`config.mk`:
```
export PLATFORM = sky130hd
export DESIGN_NAME = sdram_burst_colseq
export DESIGN_NICKNAME = d
export VERILOG_FILES = /design/src/rtl/sdram_colseq_pkg.sv /design/src/rtl/colseq_len_decode.sv /design/src/rtl/colseq_addr_gen.sv /design/src/rtl/sdram_burst_colseq.sv
export SDC_FILE = /design/constraint.sdc
export NUM_CORES = 1
export LEC_CHECK = 0
export BUFFER_PORTS_ARGS = -buffer_cell sky130_fd_sc_hd__buf_2
export CORE_AREA = 2 2 59 75
export CTS_CLUSTER_SIZE = 40
export DETAILED_ROUTE_END_ITERATION = 10
export DIE_AREA = 0 0 61 77
export PLACE_DENSITY = 0.74
export SLEW_MARGIN = 20
export SYNTH_ARGS = -nofsm -noshare
export SYNTH_HDL_FRONTEND = slang
export SYNTH_HIERARCHICAL = 1
export SYNTH_SLANG_ARGS = --single-unit
```
`constraint.sdc`:
```
create_clock -name clk -period 3.3 [get_ports clk]
set_input_delay 0.66 -clock clk [delete_from_list [all_inputs] [get_ports clk]]
set_output_delay 0.66 -clock clk [all_outputs]
set_load 0.01 [all_outputs]
```
`src/rtl/sdram_colseq_pkg.sv`:
```
package sdram_colseq_pkg;

    localparam int MODE_W = 5;

    localparam logic [2:0] LEN_ONE   = 3'b000;
    localparam logic [2:0] LEN_TWO   = 3'b001;
    localparam logic [2:0] LEN_FOUR  = 3'b010;
    localparam logic [2:0] LEN_EIGHT = 3'b011;
    localparam logic [2:0] LEN_PAGE  = 3'b111;

    typedef struct packed {
        logic       single_wr;
        logic       interleave;
        logic [2:0] len_code;
    } mode_t;

endpackage

```
`src/rtl/colseq_len_decode.sv`:
```
module colseq_len_decode
    import sdram_colseq_pkg::*;
#(
    parameter int COL_W = 9
) (
    input  mode_t            mode,
    input  logic             is_write,
    output logic [COL_W-1:0] span_mask,
    output logic             full_page
);
    logic [3:0] span_log2;
    logic       force_single;

    always_comb begin
        force_single = is_write && mode.single_wr;
        full_page    = 1'b0;
        span_log2    = 4'd0;
        if (!force_single) begin
            case (mode.len_code)
                LEN_TWO:   span_log2 = 4'd1;
                LEN_FOUR:  span_log2 = 4'd2;
                LEN_EIGHT: span_log2 = 4'd3;
                LEN_PAGE:  full_page = 1'b1;
                default:   span_log2 = 4'd0;  // reserved codes are length 1
            endcase
        end
    end

    for (genvar b = 0; b < COL_W; b++) begin : g_mask_bit
        assign span_mask[b] = full_page || ({28'd0, span_log2} > 32'(b));
    end

endmodule

```
`src/rtl/colseq_addr_gen.sv`:
```
module colseq_addr_gen #(
    parameter int COL_W = 9
) (
    input  logic [COL_W-1:0] base_col,
    input  logic [COL_W-1:0] step_idx,
    input  logic [COL_W-1:0] span_mask,
    input  logic             interleave,
    input  logic             full_page,
    output logic [COL_W-1:0] col_addr
);
    logic [COL_W-1:0] fixed_bits;
    logic [COL_W-1:0] seq_low;
    logic [COL_W-1:0] ilv_low;

    always_comb begin
        fixed_bits = base_col & ~span_mask;
        seq_low    = (base_col + step_idx) & span_mask;
        ilv_low    = (base_col ^ step_idx) & span_mask;
        // full page runs with an all-ones mask, so the sequential path is base + idx
        if (interleave && !full_page) col_addr = fixed_bits | ilv_low;
        else                          col_addr = fixed_bits | seq_low;
    end

endmodule

```
`src/rtl/sdram_burst_colseq.sv`:
```
module sdram_burst_colseq
    import sdram_colseq_pkg::*;
#(
    parameter int COL_W = 9
) (
    input  logic             clk,
    input  logic             rst_n,
    input  logic             mode_load,
    input  logic [4:0]       mode_word,
    input  logic             start,
    input  logic             start_wr,
    input  logic [COL_W-1:0] start_col,
    input  logic             term,
    output logic [COL_W-1:0] col,
    output logic             col_valid,
    output logic             burst_done
);
    localparam logic [COL_W-1:0] IDX_ONE = COL_W'(1);

    typedef struct packed {
        logic             active;
        logic             full;
        logic             ilv;
        logic [COL_W-1:0] mask;
        logic [COL_W-1:0] base;
        logic [COL_W-1:0] idx;
        mode_t            mode;
    } state_t;

    state_t s_d, s_q;

    logic [COL_W-1:0] new_mask;
    logic             new_full;
    logic             last_access;

    colseq_len_decode #(.COL_W(COL_W)) i_len_decode (
        .mode      (s_q.mode),
        .is_write  (start_wr),
        .span_mask (new_mask),
        .full_page (new_full)
    );

    colseq_addr_gen #(.COL_W(COL_W)) i_addr_gen (
        .base_col   (s_q.base),
        .step_idx   (s_q.idx),
        .span_mask  (s_q.mask),
        .interleave (s_q.ilv),
        .full_page  (s_q.full),
        .col_addr   (col)
    );

    assign last_access = s_q.active && !s_q.full && (s_q.idx == s_q.mask);

    always_comb begin
        s_d = s_q;
        if (start) begin
            s_d.active = 1'b1;
            s_d.full   = new_full;
            s_d.ilv    = s_q.mode.interleave;
            s_d.mask   = new_mask;
            s_d.base   = start_col;
            s_d.idx    = '0;
        end else if (s_q.active) begin
            if (term || last_access) s_d.active = 1'b0;
            else                     s_d.idx    = s_q.idx + IDX_ONE;
        end
        if (mode_load && !s_q.active) s_d.mode = mode_t'(mode_word);
    end

    always_ff @(posedge clk) begin
        if (!rst_n) s_q <= '0;
        else        s_q <= s_d;
    end

    assign col_valid  = s_q.active;
    assign burst_done = last_access;

    p_done_needs_valid_r3: assert property (@(posedge clk) disable iff (!rst_n)
        burst_done |-> col_valid);
    p_done_ends_r3: assert property (@(posedge clk) disable iff (!rst_n)
        burst_done && !start |=> !col_valid);
    p_start_issues_r2: assert property (@(posedge clk) disable iff (!rst_n)
        start |=> col_valid && (col == $past(start_col)));
    p_upper_fixed_r4: assert property (@(posedge clk) disable iff (!rst_n)
        col_valid && !s_q.full |-> (((col ^ s_q.base) & ~s_q.mask) == '0));
    p_page_no_done_r6: assert property (@(posedge clk) disable iff (!rst_n)
        col_valid && s_q.full |-> !burst_done);
    p_page_step_r6: assert property (@(posedge clk) disable iff (!rst_n)
        col_valid && s_q.full && !term && !start |=> col == COL_W'($past(col) + IDX_ONE));
    p_term_halts_r7: assert property (@(posedge clk) disable iff (!rst_n)
        col_valid && term && !start |=> !col_valid);
    p_single_write_r8: assert property (@(posedge clk) disable iff (!rst_n)
        start && start_wr && s_q.mode.single_wr |=> burst_done);
    p_mode_frozen_r10: assert property (@(posedge clk) disable iff (!rst_n)
        col_valid |=> $stable(s_q.mode));

endmodule

```
==> run_results.csv <==
group,metric,value,unit
global_route,grt_antenna_before_repair,0,
drt,routed_wl,4390,µm
placed_design,place_ws,479,ps
yosys,synth_seq_cells,35,
cells_and_area,regArea,702,µm²
yosys,synthCells,243,
floorplan,die_w,61,µm
outcome,outcome,"finished, final reports clean",
cells_and_area,drive_above_1_share,17.4,%
yosys,syn-cell-area,2170,µm²
clock_network,root_buffer,"clkbuf_8",
drt,first_iter_violations,54,
sta,whs,523,ps
drt,viasPerCell,5.42,
clock_network,worst_skew_pair.late_latency,290,ps
sta,rsz0062_at_grt,"false",
cells_and_area,area_delta_synth_final,9.74,%
yosys,seq_area_frac_synth,32.3,%
drt,vias,1740,
power_and_ir_drop,powerDensity,359,nW/µm²
critical_path,slowest_delay,400,ps
floorplan,pin_count,31,
yosys,synth_flop_cell,"dfxtp_1",
clock_network,tritoncts,"done",
critical_path,crit_start,"s_q[5]$_SDFFE_PP0P_",
hold_path,min_path_type,"reg -> reg",
clock_network,clk_pin_slew,70,ps
sta,slew-limit-headroom,49.1,%
critical_path,cp-start-kind,"flop",
cells_and_area,n_antenna_cell,0,
sta,final_hold_viol_count,0,
critical_path,ff2ff_path_depth,5,
yosys,yosysTopAreaCell,"dfxtp_1",
sta,clock_skew,5.28,ps
critical_path,cp-endpoint,"col[8]",
sta,worst_pin_slew,761,ps
cells_and_area,finalNonFillerCells,321,
cells_and_area,nFillCells,388,
critical_path,slowest_stage,"dfxtp_2",
sta,post-route-min-period,3070,ps
critical_path,cp_cell_sequence,"ha_1 > inv_1 > fa_1 > nand2b_1 > a211oi_2 > o31ai_2 > xor2_1 > o32ai_2 > buf_2",
critical_path,crit_type,"reg -> out",
power_and_ir_drop,p_leak,0.000978,µW
yosys,yosysTopAreaCellShare,32.3,%
drt,drc_errors,0,
global_route,grt_pass1_vias,1700,
sta,maxSlewViolCount,0,
placed_design,io_buffers,30,
yosys,synthDistinctLibCells,43,
critical_path,cp_data_required_time,2640,ps
critical_path,crit_fanout,7,
sta,fin_crit_sh,93.0,%
critical_path,timing.rr.start,"s_q[13]$_SDFFE_PP0P_",
clock_network,post_cts.repair.setup_buffers,0,
clock_network,hold_buffers,0,
cells_and_area,final_nets,294,
global_route,grt_max_degree,28,
clock_network,cts_buffers,5,
placed_design,dp_hpwl,3220,µm
sta,tns,0,ps
yosys,synth-edff-count,0,
yosys,synth_nets,273,
cells_and_area,multi_input_area,1350,µm²
drt,first_pass_iters,4,
sta,clock.fmax,326,MHz
floorplan,die-area,4700,µm²
flow_run,maxCapViolCount,0,
global_route,track_usage,20.9,%
drt,ant_nets,0,
critical_path,cp-end-kind,"primary output",
floorplan,num_rows,26,
clock_network,cts.path.max_buffers,2,
sta,finalSetupViolCount,0,
placed_design,placed_cells,313,
power_and_ir_drop,ir_worst_vdd,0.000276,V
yosys,syn_avg_cell_area,8.94,µm²
placed_design,place_congestion,0.827,
drt,wl_per_cell,13.7,µm
global_route,grt_overflow_total,0,
clock_network,htreeDepth,2,
sta,fin_ws,230,ps
yosys,yosys_warnings,6,
clock_network,clkSinkCount,35,
critical_path,r2r_slack,1340,ps
clock_network,cts_resized,0,
floorplan,die_h,77,µm
floorplan,start_util,54.3,%
critical_path,r2r-end,"s_q[6]$_SDFFE_PP0P_",
critical_path,worstPathArrival,2410,ps
floorplan,core_area,4000,µm²
yosys,async_flop_share,0,%
yosys,yosys-top-cells-area,"dfxtp_1 (32%), mux2i_1 (12%), nor2b_1 (8.1%)",
global_route,grt_pass1_wl,7490,µm
-- kinds of logic (layout without fill, tap and decap cells) --
logic type      Yosys count  in the layout  synth area share, %
compound gates           51             51                 15.6
flops                    35             35                 32.3
buf+inv                  24             46                 5.76
fa+ha+maj                10             10                 6.11
simple gates             81             81                 21.7
mux                      28             28                 13.0
xor+xnor                 14             14                 5.65
-- through the flow --
stage / area (µm²) / power, µW / utilization [%]
finish: 2380 / 855 / 59.6
global route: 2380 / 894 / 59.6
CTS: 2380 / 863 / 59.5
detailed placement: 2300 / 561 / 57.4
global placement: 2300 / 560 / 57.4
floorplan: 2170 / 530 / -
-- cells in the final DEF (no fill, tap or decap), types with 3 or more instances in the layout --
cell type	netlist	layout
and4_1	3	3
xor2_1	3	3
nand4_1	4	4
o21ai_0	5	5
inv_1	8	8
nand2_1	6	6
a21oi_1	17	17
ha_1	9	9
nand2b_1	4	4
o21ai_1	11	11
mux2i_1	27	27
or3_1	10	10
nor2_1	14	14
xnor2_1	11	11
dfxtp_1	35	34
nor2b_1	28	28
buf_2	4	30
a21o_1	3	3
clkbuf_8	0	5
-- flip-flops by register name, summed over array words and instances (netlist names) --
name / cells
s_q: 34
col_valid: 1
-- area by class of cell --
class                   instances  share of cell area (%)
inverters                       8                    1.26
repair buffers                 30                    6.30
clock inverters                 2                   0.525
multi-input cells             184                    56.5
flip-flops and latches         35                    29.4
well taps                      56                    2.94
clock buffers                   6                    3.04
-- critical path, delay by kind of cell (launching register included) --
| family | cells | cell delay [ps] |
|---|---|---|
| flops | 1 | 400 |
| buf+inv | 2 | 230 |
| xor+xnor | 1 | 150 |
| fa+ha+maj | 2 | 610 |
| simple gates | 1 | 200 |
| compound gates | 3 | 530 |
-- synth_stat cells (2+ instances only) --
| cell | count |
|---|---|
| nor2_1 | 14 |
| a21oi_1 | 17 |
| a21boi_0 | 2 |
| inv_1 | 8 |
| clkbuf_1 | 5 |
| ha_1 | 9 |
| nor3b_1 | 2 |
| nand4_1 | 4 |
| buf_2 | 4 |
| and4_1 | 3 |
| nor2b_1 | 28 |
| nand3b_1 | 2 |
| xnor2_1 | 11 |
| nand2_1 | 6 |
| or3_1 | 10 |
| a31oi_1 | 2 |
| nand2b_1 | 4 |
| mux2i_1 | 27 |
| nor3_1 | 2 |
| o21ai_0 | 5 |
| xor2_1 | 3 |
| dfxtp_1 | 35 |
| o21a_1 | 2 |
| nand3_1 | 2 |
| a21o_1 | 3 |
| o21ai_1 | 11 |
| buf_4 | 6 |
-- power by group --
| group | switching, µW | total, µW | internal [µW] | leakage, µW |
|---|---|---|---|---|
| Combinational | 52.8 | 103 | 50.6 | 0.000651 |
| Sequential | 12.5 | 448 | 435 | 0.000286 |
| Clock | 156 | 304 | 147 | 0.0000412 |
-- layer usage --
layer,GRT usage (%),routed length (µm),vias up
met4,11.3,144,0
met1,26.5,2040,797
met2,32.2,2070,33
met5,0,0,-
met3,4.38,123,12
li1,-,-,898
-- worst min path at each step --
stage / from / endpoint / slack (ps) / cells after the start
after floorplan: s_q[3]$_SDFFE_PN0P_ / s_q[3]$_SDFFE_PN0P_ / 480 / 2
after global placement: s_q[3]$_SDFFE_PN0P_ / s_q[3]$_SDFFE_PN0P_ / 500 / 2
after detailed placement: s_q[3]$_SDFFE_PN0P_ / s_q[3]$_SDFFE_PN0P_ / 510 / 2
after CTS: s_q[3]$_SDFFE_PN0P_ / s_q[3]$_SDFFE_PN0P_ / 530 / 2
after global routing: s_q[3]$_SDFFE_PN0P_ / s_q[3]$_SDFFE_PN0P_ / 550 / 2
final: s_q[3]$_SDFFE_PN0P_ / s_q[3]$_SDFFE_PN0P_ / 520 / 2
Power figures use the tool's default switching activity.
